===== src/rtl/rxr_pkg.sv =====
package rxr_pkg;

    typedef enum logic [2:0] {
        RXR_IDLE      = 3'd0,
        RXR_HOLD      = 3'd1,
        RXR_START     = 3'd2,
        RXR_WAIT_DONE = 3'd3,
        RXR_LOCK      = 3'd4
    } rxr_state_e;

    typedef struct packed {
        logic ana_rst;
        logic dig_rst;
        logic start;
        logic busy;
        logic hold_en;
        logic lock_en;
    } rxr_ctrl_t;

    localparam longint unsigned NS_PER_S = 64'd1_000_000_000;

    // Round a nanosecond interval up to whole clock cycles, at least one.
    function automatic int unsigned ns_to_cycles(input int unsigned freq_hz,
                                                 input int unsigned ns);
        longint unsigned prod;
        longint unsigned cyc;
        prod = longint'(freq_hz) * longint'(ns);
        cyc  = (prod + NS_PER_S - 64'd1) / NS_PER_S;
        if (cyc == 64'd0) cyc = 64'd1;
        return int'(cyc);
    endfunction

    function automatic rxr_ctrl_t decode_state(input rxr_state_e st);
        rxr_ctrl_t c;
        c = '0;
        case (st)
            RXR_HOLD: begin
                c.ana_rst = 1'b1; c.dig_rst = 1'b1; c.busy = 1'b1; c.hold_en = 1'b1;
            end
            RXR_START: begin
                c.ana_rst = 1'b1; c.dig_rst = 1'b1; c.busy = 1'b1; c.start = 1'b1;
            end
            RXR_WAIT_DONE: begin
                c.ana_rst = 1'b1; c.dig_rst = 1'b1; c.busy = 1'b1;
            end
            RXR_LOCK: begin
                c.dig_rst = 1'b1; c.busy = 1'b1; c.lock_en = 1'b1;
            end
            default: c = '0;
        endcase
        return c;
    endfunction

endpackage


===== src/rtl/rxr_run_timer.sv =====
// Counts consecutive cycles in which both en and run are high.
// Any cycle with either low clears the count.
module rxr_run_timer #(
    parameter int unsigned LIMIT = 16
) (
    input  logic clk,
    input  logic rst,
    input  logic en,
    input  logic run,
    output logic expired
);
    localparam int unsigned CW = $clog2(LIMIT + 1);
    localparam logic [CW-1:0] LAST = CW'(LIMIT - 1);

    logic [CW-1:0] cnt_q;
    logic          active;

    assign active  = en & run;
    assign expired = active & (cnt_q == LAST);

    always_ff @(posedge clk) begin
        if (rst || !active) begin
            cnt_q <= '0;
        end else if (cnt_q != LAST) begin
            cnt_q <= cnt_q + 1'b1;
        end
    end
endmodule


===== src/rtl/rxr_seq_fsm.sv =====
module rxr_seq_fsm
    import rxr_pkg::*;
(
    input  logic       clk,
    input  logic       rst,
    input  logic       req,
    input  logic       cal_busy,
    input  logic       hold_expired,
    input  logic       done,
    input  logic       lock_ok,
    output rxr_state_e state
);
    rxr_state_e state_q, state_d;
    logic       pend_q, pend_d;
    logic       want;

    assign want  = req | pend_q;
    assign state = state_q;

    always_comb begin
        state_d = state_q;
        pend_d  = 1'b0;
        case (state_q)
            RXR_IDLE: begin
                if (want && !cal_busy) state_d = RXR_HOLD;
                else                   pend_d  = want;
            end
            RXR_HOLD:      if (hold_expired) state_d = RXR_START;
            RXR_START:     state_d = RXR_WAIT_DONE;
            RXR_WAIT_DONE: if (done)         state_d = RXR_LOCK;
            RXR_LOCK:      if (lock_ok)      state_d = RXR_IDLE;
            default:       state_d = RXR_IDLE;
        endcase
    end

    always_ff @(posedge clk) begin
        if (rst) begin
            state_q <= RXR_IDLE;
            pend_q  <= 1'b0;
        end else begin
            state_q <= state_d;
            pend_q  <= pend_d;
        end
    end
endmodule


===== src/rtl/rx_reconfig_seq.sv =====
module rx_reconfig_seq
    import rxr_pkg::*;
#(
    parameter int unsigned CLK_FREQ_HZ    = 250_000_000,
    parameter int unsigned ANALOG_HOLD_NS = 70_000,
    parameter int unsigned LOCK_HOLD_NS   = 4_000
) (
    input  logic clk,
    input  logic rst,
    input  logic reconfig_req,
    input  logic cal_busy,
    output logic reconfig_start,
    input  logic reconfig_done,
    input  logic rx_locked,
    output logic rx_analog_rst,
    output logic rx_digital_rst,
    output logic busy
);
    localparam int unsigned HOLD_CYC = ns_to_cycles(CLK_FREQ_HZ, ANALOG_HOLD_NS);
    localparam int unsigned LOCK_CYC = ns_to_cycles(CLK_FREQ_HZ, LOCK_HOLD_NS);

    rxr_state_e state;
    rxr_ctrl_t  ctrl;
    logic       hold_expired;
    logic       lock_ok;

    assign ctrl = decode_state(state);

    rxr_seq_fsm u_fsm (
        .clk          (clk),
        .rst          (rst),
        .req          (reconfig_req),
        .cal_busy     (cal_busy),
        .hold_expired (hold_expired),
        .done         (reconfig_done),
        .lock_ok      (lock_ok),
        .state        (state)
    );

    rxr_run_timer #(.LIMIT(HOLD_CYC)) u_hold (
        .clk     (clk),
        .rst     (rst),
        .en      (ctrl.hold_en),
        .run     (1'b1),
        .expired (hold_expired)
    );

    rxr_run_timer #(.LIMIT(LOCK_CYC)) u_lock (
        .clk     (clk),
        .rst     (rst),
        .en      (ctrl.lock_en),
        .run     (rx_locked),
        .expired (lock_ok)
    );

    assign rx_analog_rst  = ctrl.ana_rst;
    assign rx_digital_rst = ctrl.dig_rst;
    assign reconfig_start = ctrl.start;
    assign busy           = ctrl.busy;
endmodule


===== config.mk =====
export PLATFORM = sky130hd
export DESIGN_NAME = rx_reconfig_seq
export DESIGN_NICKNAME = d
export VERILOG_FILES = /design/src/rtl/rxr_pkg.sv /design/src/rtl/rxr_run_timer.sv /design/src/rtl/rxr_seq_fsm.sv /design/src/rtl/rx_reconfig_seq.sv
export SDC_FILE = /design/constraint.sdc
export NUM_CORES = 1
export LEC_CHECK = 0
export BUFFER_PORTS_ARGS = -buffer_cell sky130_fd_sc_hd__buf_4
export CORE_AREA = 10 10 59 66
export CTS_CLUSTER_SIZE = 25
export DETAILED_ROUTE_END_ITERATION = 12
export DIE_AREA = 0 0 69 76
export MAX_ROUTING_LAYER = met4
export PLACE_DENSITY = 0.77
export SLEW_MARGIN = 20
export SYNTH_ARGS = -nofsm -noshare
export SYNTH_HDL_FRONTEND = slang
export SYNTH_HIERARCHICAL = 1
export SYNTH_SLANG_ARGS = --single-unit

===== constraint.sdc =====
create_clock -name clk -period 2.3 [get_ports clk]
set_input_delay 0.115 -clock clk [delete_from_list [all_inputs] [get_ports clk]]
set_output_delay 0.115 -clock clk [all_outputs]
set_load 0.1 [all_outputs]

==> summary.txt, run 1 <==
GLOBAL ROUTING
----------------------------------------------------------------------------------------
Global-route wire length before repair                                      5470 microns
Largest net degree at the start of global routing                                     15
M2 GR Usage                                                                        22.7%
GR Overflow Total                                                                      0
Global routing usage on met3                                                       3.26%
Global Route met1 Usage                                                            11.3%
Total routing resource utilization after global routing                            12.3%
Highest-utilization routing layer at the global route stage                         met2
Vias in the first global route                                                     1,324
Number of antenna violations at the first check in global routing                      0

FLOORPLAN
----------------------------------------------------------------------------------------
# IOs                                                                                 10
Initial cell density of the core                                                   55.3%
Core area                                                                     2650 sq um
DIE AREA                                                                      5240 sq um
Die height                                                                    76 microns
Number of placement rows                                                              20
Die boundary width                                                            69 microns

YOSYS
----------------------------------------------------------------------------------------
Yosys top cell area share                                                          39.6%
Cell accounting for the most synthesized area                               sky130_fd_sc_hd__dfxtp_1
Main area contributors after synthesis                                      sky130_fd_sc_hd__dfxtp_1, sky130_fd_sc_hd__a21oi_1, sky130_fd_sc_hd__nand2_1
Cell count after synthesis                                                           164
Average cell area after synthesis                                             8.94 sq um
Post-synth top flop                                                         sky130_fd_sc_hd__dfxtp_1
Synthesized area                                                              1470 sq um
Number of flops mapped to enable cells by yosys                                        0
FF+latch count, synth                                                                 29
Yosys cell types                                                                      45
Total of warnings raised by yosys                                                      6
Sequential cell area fraction in the yosys report                                  39.6%
Fraction of registers with async set/reset                                            0%

CLOCK NETWORK
----------------------------------------------------------------------------------------
CTS H-Tree Depth                                                                       2
TritonCTS clock tree                                                                done
Number of gates resized after CTS                                                      0
CTS sink count                                                                        29
Max Buffers Root-to-Sink                                                               2
Worst-path clk slew                                                                80 ps
Clock tree root driver cell                                                 sky130_fd_sc_hd__clkbuf_4
Post-CTS repair timing setup buffer count                                              0
Worst-Skew Late Latency                                                           340 ps
Number of CTS-inserted buffers                                                         5

WORST SETUP PATH
----------------------------------------------------------------------------------------
Maximum fanout count along the critical path                                           6
Startpoint type of the worst setup path                                         register
Crit path arrival time                                                           2270 ps
Type of element capturing the critical path                                     register
Critical setup path kind                                                      reg -> reg
Critical Path RT                                                                 2500 ps

CELLS AND AREA
----------------------------------------------------------------------------------------
Layout cells sized above 1                                                         17.7%
Final standard cell area without fillers                                      1640 sq um
Diode count                                                                            0
Layout Nets                                                                          188
Most frequent cells in the layout                                           sky130_fd_sc_hd__dfxtp_1, sky130_fd_sc_hd__a21oi_1, sky130_fd_sc_hd__nand2_1
Layout overhead on the synthesized area                                            11.9%
Most common cell after layout, fill and taps aside                          sky130_fd_sc_hd__dfxtp_1

ROUTE
----------------------------------------------------------------------------------------
Total length of routed wires                                                3200 microns
Residual DRC count                                                                     0
Vias                                                                               1,279
Count of TritonRoute iterations in the first routing pass                              4
Post-detailed-route count of antenna-violating nets                                    0
Detailed router's first-iteration violation count                                     74
Via/cell ratio                                                                      5.98
Average wire length per cell after detail routing                           14.9 microns

PLACE
----------------------------------------------------------------------------------------
Post-detailed-placement cell area                                             1580 sq um
I/O Buffers                                                                            9
GPL Wtd Cong                                                                       0.811
Total half-perimeter wirelength after legalization and detailed placement   2340 microns

OUTCOME
----------------------------------------------------------------------------------------
Status                                                                      finished clean

POWER
----------------------------------------------------------------------------------------
Static Leakage                                                                  0.539 nW
Ratio of total power to cell area                                            530 nW/um^2
Peak supply drop                                                                0.525 mV

STA
----------------------------------------------------------------------------------------
Worst clock skew                                                                 14.2 ps
Highest clock rate                                                               484 MHz
Final cycle utilization of the critical path                                       89.9%
Aggregate negative setup slack                                                      0 ps
Setup violators final                                                                  0
Worst-Margin Slew                                                                 498 ps
Minimum period implied by the final worst setup slack                            2070 ps
Endpoints failing hold                                                                 0
Remaining max-slew budget at the tightest pin                                      66.7%
Setup repair after global routing missed its margin                                false
Final slew viol count                                                                  0

WORST HOLD PATH
----------------------------------------------------------------------------------------
Class of the tightest hold or removal check                                    in -> reg

FLOW RUN
----------------------------------------------------------------------------------------
MaxCap Viol Count                                                                      0

## critical path: stages, from the launching register on
cell                       delay (ps)
sky130_fd_sc_hd__dfxtp_1          390
sky130_fd_sc_hd__ha_1             260
sky130_fd_sc_hd__or4bb_1          580
sky130_fd_sc_hd__nor4_1           270
sky130_fd_sc_hd__and3_1           240
sky130_fd_sc_hd__mux2_2           150
sky130_fd_sc_hd__a221oi_1          60
## report_power, final
| group | switching (mW) | leakage, nW | total [mW] | internal [mW] |
|---|---|---|---|---|
| Sequential | 0.00443 | 0.234 | 0.509 | 0.504 |
| Combinational | 0.0442 | 0.273 | 0.0640 | 0.0198 |
| Clock | 0.180 | 0.0320 | 0.296 | 0.116 |
## registers in the layout, indices dropped and copies added (netlist names)
register,flops
u_hold/cnt_q,15
u_fsm/state,3
u_fsm/pend_q,1
u_lock/cnt_q,10
## metrics by stage
stage | utilization, % | setup slack (ps) | hold slack, ps | instances | power, mW
finish | 61.8 | 232 | 59.5 | 214 | 0.869
detailed placement | 59.5 | 367 | 311 | 205 | 0.583
global route | 61.8 | 113 | 55.0 | 214 | 0.901
CTS | 61.8 | 266 | 46.7 | 214 | 0.877
floorplan | - | 278 | 184 | 166 | 0.566
global placement | 59.5 | 431 | 309 | 205 | 0.581
## routing by layer
| layer | up-vias | routed length, microns | part of all wire (%) |
|---|---|---|---|
| li1 | 647 | - | - |
| met1 | 609 | 1310 | 41 |
| met2 | 14 | 1740 | 54 |
| met3 | 9 | 83 | 2.6 |
| met4 | 0 | 65 | 2.0 |
| met5 | - | 0 | 0 |
## worst paths after layout
| kind | from | to | slack [ps] | cells past startpoint |
|---|---|---|---|---|
| worst min register to register | u_lock/cnt_q[9] | u_lock/cnt_q[9] | 480 | 2 |
| worst min-delay path | cal_busy | u_fsm/pend_q | 60 | 2 |
| worst max register to register | u_hold/cnt_q[0] | u_fsm/state[0] | 230 | 6 |
| worst max-delay path | u_hold/cnt_q[0] | u_fsm/state[0] | 230 | 6 |
## cells by family (layout without fill, tap and decap cells)
kind of cell	count (synthesis)	after routing	share of synthesized area, %
multiplexers	6	6	4.18
buffers and inverters	5	20	1.62
other	1	3	0.256
adder cells (fa/ha/maj)	2	2	1.71
flip-flops	29	29	39.6
XOR/XNOR	4	4	2.39
AND/OR/NAND/NOR	82	82	35.8
AO/OA/AOI/OAI	35	35	14.4
## cell usage after synthesis, types with 2 or more instances
cell                       number
sky130_fd_sc_hd__nand2b_1       3
sky130_fd_sc_hd__nor3_1         2
sky130_fd_sc_hd__or3_1          5
sky130_fd_sc_hd__or4b_4         2
sky130_fd_sc_hd__dfxtp_1       29
sky130_fd_sc_hd__xor2_1         3
sky130_fd_sc_hd__or4_1          7
sky130_fd_sc_hd__nand3_1        9
sky130_fd_sc_hd__and3_1         2
sky130_fd_sc_hd__o31ai_1        7
sky130_fd_sc_hd__a21oi_1       15
sky130_fd_sc_hd__ha_1           2
sky130_fd_sc_hd__inv_1          2
sky130_fd_sc_hd__o21ai_0        8
sky130_fd_sc_hd__nor2_1         9
sky130_fd_sc_hd__mux2i_1        5
sky130_fd_sc_hd__nand3b_1       4
sky130_fd_sc_hd__nor4_1         4
sky130_fd_sc_hd__or3_2          2
sky130_fd_sc_hd__nor3b_1        2
sky130_fd_sc_hd__nand2_1       15
sky130_fd_sc_hd__nand4_1        3
sky130_fd_sc_hd__and3b_1        2
## final cells by class
class / instances / area [sq um]
inverter: 2 / 7.51
clock buffer: 6 / 41.3
timing repair buffer: 10 / 77.6
fill: 245 / 1010
multi-input combinational: 132 / 882
clock inverter: 2 / 10.0
sequential: 29 / 581
tap: 33 / 41.3
## what timing repair did
item / CTS / global route
hold buffers: 1 / 0
hold endpoints to repair: 1 / 0
endpoints found under the setup margin: 0 / 0
Power figures use the tool's default switching activity.
==> inputs of run 2 (changes only) <==
Settings changed: HOLD_SLACK_MARGIN from default to 0.08, SYNTH_HIERARCHICAL 1 to default.
==> run 2 against run 1 <==
Effect of this change: core utilization increased by 0.14 points; critical path type unchanged; fmax increased by 13%; largest power group unchanged; design area increased by 0.23%; die area unchanged; non-clock buffer count increased by 2; highest routed layer unchanged; synthesized area about the same.
==> summary.txt, run 2 <==
CLOCK NETWORK
----------------------------------------------------------------------------------------
CTS sink count                                                                        29   unchanged
Post-CTS repair timing setup buffer count                                              0   unchanged
Number of gates resized after CTS                                                      0   unchanged
TritonCTS clock tree                                                                done
Worst-Skew Late Latency                                                           320 ps   -20 ps
CTS H-Tree Depth                                                                       2   unchanged
Max Buffers Root-to-Sink                                                               2   unchanged
Number of CTS-inserted buffers                                                         5   unchanged
Hold-fix buffers at CTS                                                                2   +1
Clock tree root driver cell                                                 sky130_fd_sc_hd__clkbuf_4
Worst-path clk slew                                                                80 ps   about the same

WORST SETUP PATH
----------------------------------------------------------------------------------------
Critical Path RT                                                                 2550 ps   +50 ps
Startpoint type of the worst setup path                                         register
Critical setup path kind                                                      reg -> reg
Worst path cell trace                                                       nand4_1 > or4_2 > a21oi_1
Maximum fanout count along the critical path                                          14   +8
Largest incremental delay on the critical path                                    700 ps   +120 ps
Type of element capturing the critical path                                     register
Crit path arrival time                                                           2080 ps   -190 ps
Slowest stage cell, crit path                                               sky130_fd_sc_hd__or4_2

CELLS AND AREA
----------------------------------------------------------------------------------------
Most common cell after layout, fill and taps aside                          sky130_fd_sc_hd__dfxtp_1
Most frequent cells in the layout                                           sky130_fd_sc_hd__dfxtp_1, sky130_fd_sc_hd__nand2_1, sky130_fd_sc_hd__nand3_1, sky130_fd_sc_hd__a21oi_1, sky130_fd_sc_hd__buf_4
Number of flip-flops in the largest register                                          15   unchanged
Layout Nets                                                                          191   +1.6%
Diode count                                                                            0   unchanged
Number of fill cells                                                                 245   unchanged
Biggest register                                                            u_hold.cnt_q
Layout cells sized above 1                                                         13.7%   -4.0 points
Layout overhead on the synthesized area                                            12.2%

ROUTE
----------------------------------------------------------------------------------------
Detailed router's first-iteration violation count                                     67   -9.5%
Count of TritonRoute iterations in the first routing pass                              4   unchanged
Average wire length per cell after detail routing                           14.3 microns   -4.2%
Vias                                                                               1,294   +1.2%
Post-detailed-route count of antenna-violating nets                                    0   unchanged
Total length of routed wires                                                3090 microns   -3.3%
Residual DRC count                                                                     0   unchanged
Via/cell ratio                                                                      5.99   +0.24%

YOSYS
----------------------------------------------------------------------------------------
Synthesized area                                                              1470 sq um   about the same
FF+latch count, synth                                                                 29   unchanged
Average cell area after synthesis                                             8.72 sq um   -2.5%
Number of flops mapped to enable cells by yosys                                        0   unchanged
Cell accounting for the most synthesized area                               sky130_fd_sc_hd__dfxtp_1
Main area contributors after synthesis                                      sky130_fd_sc_hd__dfxtp_1, sky130_fd_sc_hd__nand2_1, sky130_fd_sc_hd__a21oi_1
Fraction of registers with async set/reset                                            0%   unchanged
Synth cell count leaders                                                    sky130_fd_sc_hd__dfxtp_1, sky130_fd_sc_hd__nand2_1, sky130_fd_sc_hd__a21oi_1, sky130_fd_sc_hd__nand3_1
Post-synth top flop                                                         sky130_fd_sc_hd__dfxtp_1
Total of warnings raised by yosys                                                      0   -6
Yosys top cell area share                                                          39.6%   about the same
Post-Syn Nets                                                                        176
Sequential cell area fraction in the yosys report                                  39.6%   about the same
Cell with the most instances after synthesis                                sky130_fd_sc_hd__dfxtp_1
Cell count after synthesis                                                           168   +2.4%
Yosys cell types                                                                      44   -2.2%

POWER
----------------------------------------------------------------------------------------
Static Leakage                                                                  0.525 nW   -2.7%
Ratio of total power to cell area                                            541 nW/um^2   +2.1%
Peak supply drop                                                                0.370 mV   -29%

FLOORPLAN
----------------------------------------------------------------------------------------
Die boundary width                                                            69 microns   unchanged
Die height                                                                    76 microns   unchanged
Number of placement rows                                                              20   unchanged
DIE AREA                                                                      5240 sq um   unchanged
Core area                                                                     2650 sq um   unchanged
# IOs                                                                                 10   unchanged
Initial cell density of the core                                                   55.2%   about the same

GLOBAL ROUTING
----------------------------------------------------------------------------------------
Vias in the first global route                                                     1,238   -6.5%
Largest net degree at the start of global routing                                     16   +1
Global-route wire length before repair                                      5530 microns   +1.0%
GR Overflow Total                                                                      0   unchanged
Total routing resource utilization after global routing                            12.3%   -0.014 points
Number of antenna violations at the first check in global routing                      0   unchanged

STA
----------------------------------------------------------------------------------------
Final cycle utilization of the critical path                                       79.5%   -10 points
Setup violators final                                                                  0   unchanged
Worst Hold Slack                                                                  114 ps   +54.1 ps
Setup repair after global routing missed its margin                                false
Highest clock rate                                                               547 MHz   +13%
Remaining max-slew budget at the tightest pin                                      58.7%   -8.0 points
Worst clock skew                                                                 3.32 ps   -10.9 ps
Endpoints failing hold                                                                 0   unchanged
Worst-Margin Slew                                                                 618 ps   +120 ps
Final slew viol count                                                                  0   unchanged
Least setup slack across all paths after layout                                   472 ps   +239 ps
Minimum period implied by the final worst setup slack                            1830 ps   -239 ps
Aggregate negative setup slack                                                      0 ps   unchanged

PLACE
----------------------------------------------------------------------------------------
GPL Wtd Cong                                                                       0.736   -9.3%
Setup Slack @ Placement                                                           483 ps   +116 ps
I/O Buffers                                                                            9   unchanged
Total half-perimeter wirelength after legalization and detailed placement   2220 microns   -4.8%

WORST HOLD PATH
----------------------------------------------------------------------------------------
Class of the tightest hold or removal check                                    in -> reg

FLOW RUN
----------------------------------------------------------------------------------------
MaxCap Viol Count                                                                      0   unchanged

OUTCOME
----------------------------------------------------------------------------------------
Status                                                                      finished clean

[run 2: worst paths after layout]
path / start / to / depth (start not counted) / slack [ps]
worst max-delay path: u_hold.cnt_q[2] / u_hold.cnt_q[7] / 3 / 470
worst min-delay path: reconfig_done / u_fsm.state[0] / 4 / 110
worst max register to register: u_hold.cnt_q[2] / u_hold.cnt_q[7] / 3 / 470
worst min register to register: u_hold.cnt_q[14] / u_hold.cnt_q[14] / 2 / 470
[run 2: cells by family after synthesis]
group / share of synthesized area [%]
flops: 39.6
compound gates: 14.4
xor+xnor: 2.99
simple gates: 34.0
fa+ha+maj: 1.71
buf+inv: 3.16
mux: 4.10
[run 2: report_power, final]
part	switching, mW	internal (mW)	total, mW
combinational	0.0494	0.0230	0.0724
clock	0.164	0.144	0.308
sequential	0.00433	0.505	0.509
total	0.217	0.672	0.889
[run 2: per-layer routing]
layer	global-route usage, %	wire, microns	vias up
met5	-	0	-
met4	4.84	41	0
met3	3.52	88	5
met2	21.2	1610	16
met1	12.8	1350	619
li1	-	-	654
[run 2: per-stage QoR]
step           instance area [sq um]  cells  util, %  total power [mW]
2_1_floorplan                   1470    168        -             0.571
3_3_place_gp                    1570    207     59.2             0.588
6_report                        1640    216     62.0             0.889
3_5_place_dp                    1570    207     59.2             0.591
5_1_grt                         1640    216     62.0             0.927
4_1_cts                         1640    216     62.0             0.897
[run 2: final cells by class]
type,count,area [sq um],area share (%)
Clock buffer,7,55.1,3.35
Inverter,7,26.3,1.60
Multi-Input combinational cell,128,846,51.4
Sequential cell,29,581,35.3
Tap cell,33,41.3,2.51
Timing Repair Buffer,12,95.1,5.78
[run 2: worst max-delay path: cells and delay by family, from the launching register on]
kind,cells,cell delay [ps]
simple gates,2,1160
flops,1,430
compound gates,1,160
==> inputs of run 3 (changes only) <==
Settings changed: ABC_AREA from default to 1, CORE_AREA 10 10 59 66 to 10 10 62 69, DIE_AREA 0 0 69 76 to 0 0 72 79, PLACE_DENSITY 0.77 to 0.74.
Clock period 2.3 ns to 1.5 ns, I/O delays scaled along.
==> run 3 against run 2 <==
Effect of this change: flip-flop and latch count did not move; via count rose by 5.2%; total power increased to 3.1 times the previous value; sequential share of layout area down 2.3 points; wire length is 0.74% lower; synthesized cell count grew 29%; first-iteration DRC count rose by 15%; clock power increased by 60%; worst hold slack got worse by 59 ps; cell count rose by 25%; clock skew up 7.7 ps; critical endpoint is now busy; largest cell class unchanged; highest routed layer unchanged.
==> summary.txt, run 3 <==
GLOBAL ROUTING
----------------------------------------------------------------------------------------
Vias in the first global route                                                     1,334   +7.8%
Global-route wire length before repair                                      5380 microns   -2.7%
M2 GR Usage                                                                        19.4%   -1.7 points
Number of antenna violations at the first check in global routing                      0   unchanged
Largest net degree at the start of global routing                                     12   -4
Total routing resource utilization after global routing                            11.7%   -0.59 points
Global Route met1 Usage                                                            12.2%   -0.66 points
Highest-utilization routing layer at the global route stage                         met2
Global routing usage on met3                                                       4.48%   +0.96 points
GR Overflow Total                                                                      0   unchanged

YOSYS
----------------------------------------------------------------------------------------
Cell count after synthesis                                                           216   +29%
Total of warnings raised by yosys                                                      0   unchanged
Cell with the most instances after synthesis                                sky130_fd_sc_hd__nor2_1
Synth cell count leaders                                                    sky130_fd_sc_hd__nor2_1, sky130_fd_sc_hd__nand2_1, sky130_fd_sc_hd__dfxtp_1
Average cell area after synthesis                                             6.87 sq um   -21%
Fraction of registers with async set/reset                                            0%   unchanged
FF+latch count, synth                                                                 29   unchanged
Sequential cell area fraction in the yosys report                                  39.1%   -0.50 points
Main area contributors after synthesis                                      sky130_fd_sc_hd__dfxtp_1, sky130_fd_sc_hd__nor2_1, sky130_fd_sc_hd__nand2_1
Number of flops mapped to enable cells by yosys                                        0   unchanged
Synthesized area                                                              1480 sq um   +1.3%
Yosys cell types                                                                      26   -41%
Post-Syn Nets                                                                        224   +27%
Cell accounting for the most synthesized area                               sky130_fd_sc_hd__dfxtp_1
Post-synth top flop                                                         sky130_fd_sc_hd__dfxtp_1
Yosys top cell area share                                                          39.1%   -0.50 points

FLOORPLAN
----------------------------------------------------------------------------------------
Core area                                                                     2940 sq um   +11%
Die height                                                                    79 microns   +3.9%
# IOs                                                                                 10   unchanged
DIE AREA                                                                      5690 sq um   +8.5%
Initial cell density of the core                                                   50.4%   -4.8 points
Number of placement rows                                                              21   +5.0%
Die boundary width                                                            72 microns   +4.3%

WORST SETUP PATH
----------------------------------------------------------------------------------------
Buffers plus inverters on the worst setup path                                         2   +2
Crit path arrival time                                                           1410 ps   -670 ps
Capture instance of the worst register-to-register path                     u_lock.cnt_q[1]
R2R cell count                                                                         6   +3
Beginning of the worst register-to-register path                            u_lock.cnt_q[0]
Largest incremental delay on the critical path                                    380 ps   -320 ps
Critical path's most frequent cell                                          sky130_fd_sc_hd__nor2_4
Worst path cell trace                                                       nor2_4 > buf_6 > nor2_4 > or2_4 > buf_12
Startpoint type of the worst setup path                                         register
Critical Path RT                                                                 1420 ps   -1130 ps
Critical setup path kind                                                      reg -> out
Slowest stage cell, crit path                                               sky130_fd_sc_hd__dfxtp_4
Worst-case register-to-register setup slack                                       110 ps   -360 ps
Type of element capturing the critical path                                  output port
Maximum fanout count along the critical path                                           5   -9
Delay-heaviest family, CP                                                   simple AND/OR/NAND/NOR gates

POWER
----------------------------------------------------------------------------------------
Peak supply drop                                                                 1.38 mV   +270%
Ratio of total power to cell area                                           1540 nW/um^2   +180%
Static Leakage                                                                  0.647 nW   +23%

STA
----------------------------------------------------------------------------------------
Minimum period implied by the final worst setup slack                            1490 ps
Least setup slack across all paths after layout                                  12.5 ps   -459 ps
Final slew viol count                                                                  0   unchanged
Worst-Margin Slew                                                                 269 ps   -348 ps
Final cycle utilization of the critical path                                       99.2%
Endpoints failing hold                                                                 0   unchanged
Worst clock skew                                                                 11.0 ps   +7.71 ps
Remaining max-slew budget at the tightest pin                                      82.0%   +23 points
Highest clock rate                                                               672 MHz
Setup violators final                                                                  0   unchanged
Setup repair after global routing missed its margin                                 true

CELLS AND AREA
----------------------------------------------------------------------------------------
Biggest register                                                            u_hold.cnt_q
Layout cells sized above 1                                                         23.6%   +10 points
Diode count                                                                            0   unchanged
Fraction of the core area covered by cells at the end of the flow                  61.1%   -0.84 points
Most common cell after layout, fill and taps aside                          sky130_fd_sc_hd__nand2_1
Most frequent cells in the layout                                           sky130_fd_sc_hd__nand2_1, sky130_fd_sc_hd__nor2_1, sky130_fd_sc_hd__inv_1, sky130_fd_sc_hd__dfxtp_1, sky130_fd_sc_hd__a21oi_1
Number of flip-flops in the largest register                                          15   unchanged
Layout Nets                                                                          244   +28%
Layout overhead on the synthesized area                                            21.2%

ROUTE
----------------------------------------------------------------------------------------
Total length of routed wires                                                3070 microns   -0.74%
Count of TritonRoute iterations in the first routing pass                              5   +1
Average wire length per cell after detail routing                           11.3 microns   -21%
Vias                                                                               1,361   +5.2%
Post-detailed-route count of antenna-violating nets                                    0   unchanged
Residual DRC count                                                                     0   unchanged
Detailed router's first-iteration violation count                                     77   +15%
Via/cell ratio                                                                      5.02   -16%

WORST HOLD PATH
----------------------------------------------------------------------------------------
Launch instance of the worst min-delay path                                     cal_busy
Hold path endpoint                                                          u_fsm.pend_q
Hold path depth                                                                        3   -1
Class of the tightest hold or removal check                                    in -> reg

CLOCK NETWORK
----------------------------------------------------------------------------------------
Clock tree root driver cell                                                 sky130_fd_sc_hd__clkbuf_4
TritonCTS clock tree                                                                done
CTS sink count                                                                        29   unchanged
Worst-path clk slew                                                                90 ps   about the same
Max Buffers Root-to-Sink                                                               2   unchanged
Number of CTS-inserted buffers                                                         5   unchanged
CTS H-Tree Depth                                                                       2   unchanged
Worst-Skew Late Latency                                                           320 ps   about the same

PLACE
----------------------------------------------------------------------------------------
I/O Buffers                                                                            9   unchanged
Setup Slack @ Placement                                                          41.3 ps   -442 ps
GPL Wtd Cong                                                                       0.837   +14%
Total half-perimeter wirelength after legalization and detailed placement   2280 microns   +2.6%

FLOW RUN
----------------------------------------------------------------------------------------
MaxCap Viol Count                                                                      0   unchanged

OUTCOME
----------------------------------------------------------------------------------------
Status                                                                      finished clean

[run 3: how the worst max path moves through the flow]
stage	slack (ps)	from	end	cells after the start
after floorplan	-160	u_fsm.state[0]	rx_digital_rst	4
after global placement	70	u_hold.cnt_q[0]	u_hold.cnt_q[12]	8
after detailed placement	40	u_hold.cnt_q[0]	u_hold.cnt_q[12]	8
after CTS	-30	u_fsm.state[1]	busy	5
after global routing	-40	u_fsm.state[0]	rx_digital_rst	5
final	10	u_fsm.state[0]	busy	5
[run 3: through the flow]
stage               std cells  area, sq um  total power, mW  setup TNS [ps]  hold WS, ps
floorplan                 216         1530             1.96            -284          153
global route              271         1800             2.90           -77.4          114
detailed placement        260         1640             2.06               0          265
finish                    271         1800             2.77               0         54.5
global placement          260         1640             2.05               0          262
CTS                       270         1720             2.56           -50.0          139
[run 3: cells by family (layout without fill, tap and decap cells)]
kind of cell,Yosys count,in the layout,synth area share [%]
adder cells (fa/ha/maj),2,2,1.69
flip-flops,29,29,39.1
AO/OA/AOI/OAI,34,34,11.7
buffers and inverters,35,56,9.36
AND/OR/NAND/NOR,114,114,36.9
XOR/XNOR,2,2,1.18
[run 3: cell type report]
cell class / count / area [sq um]
Clock buffer: 8 / 58.8
Inverter: 33 / 124
Multi-Input combinational cell: 152 / 836
Tap cell: 34 / 42.5
Timing Repair Buffer: 15 / 144
Sequential cell: 29 / 594
Fill cell: 262 / 1140
[run 3: worst reg2reg max path, cell delays in order, from the launching register on]
cell and delay (ps):
sky130_fd_sc_hd__dfxtp_1 370, sky130_fd_sc_hd__ha_1 210, sky130_fd_sc_hd__nand2_1 60, sky130_fd_sc_hd__nor2_1 130
sky130_fd_sc_hd__nand3_1 240, sky130_fd_sc_hd__o21ai_0 220, sky130_fd_sc_hd__a21oi_1 60
[run 3: timing repair]
action / in CTS / in global routing
buffers inserted: 0 / 2
resized for setup: 1 / 19
pin swaps: 0 / 2
hold buffers: 2 / 0
setup endpoints to repair: 2 / 16
endpoints found under the hold margin: 4 / 0
[run 3: report_power, final]
group | switching, mW | leakage (nW) | internal [mW]
logic | 0.918 | 0.377 | 0.459
clock network | 0.262 | 0.0326 | 0.231
registers | 0.0723 | 0.238 | 0.830
total | 1.25 | 0.647 | 1.52
[run 3: metal layers]
| metal | vias up | routed length [microns] | part of all wire, % |
|---|---|---|---|
| met1 | 608 | 1380 | 45 |
| li1 | 737 | - | - |
| met2 | 12 | 1540 | 50 |
| met3 | 4 | 108 | 3.5 |
| met5 | - | 0 | 0 |
| met4 | 0 | 34 | 1.1 |
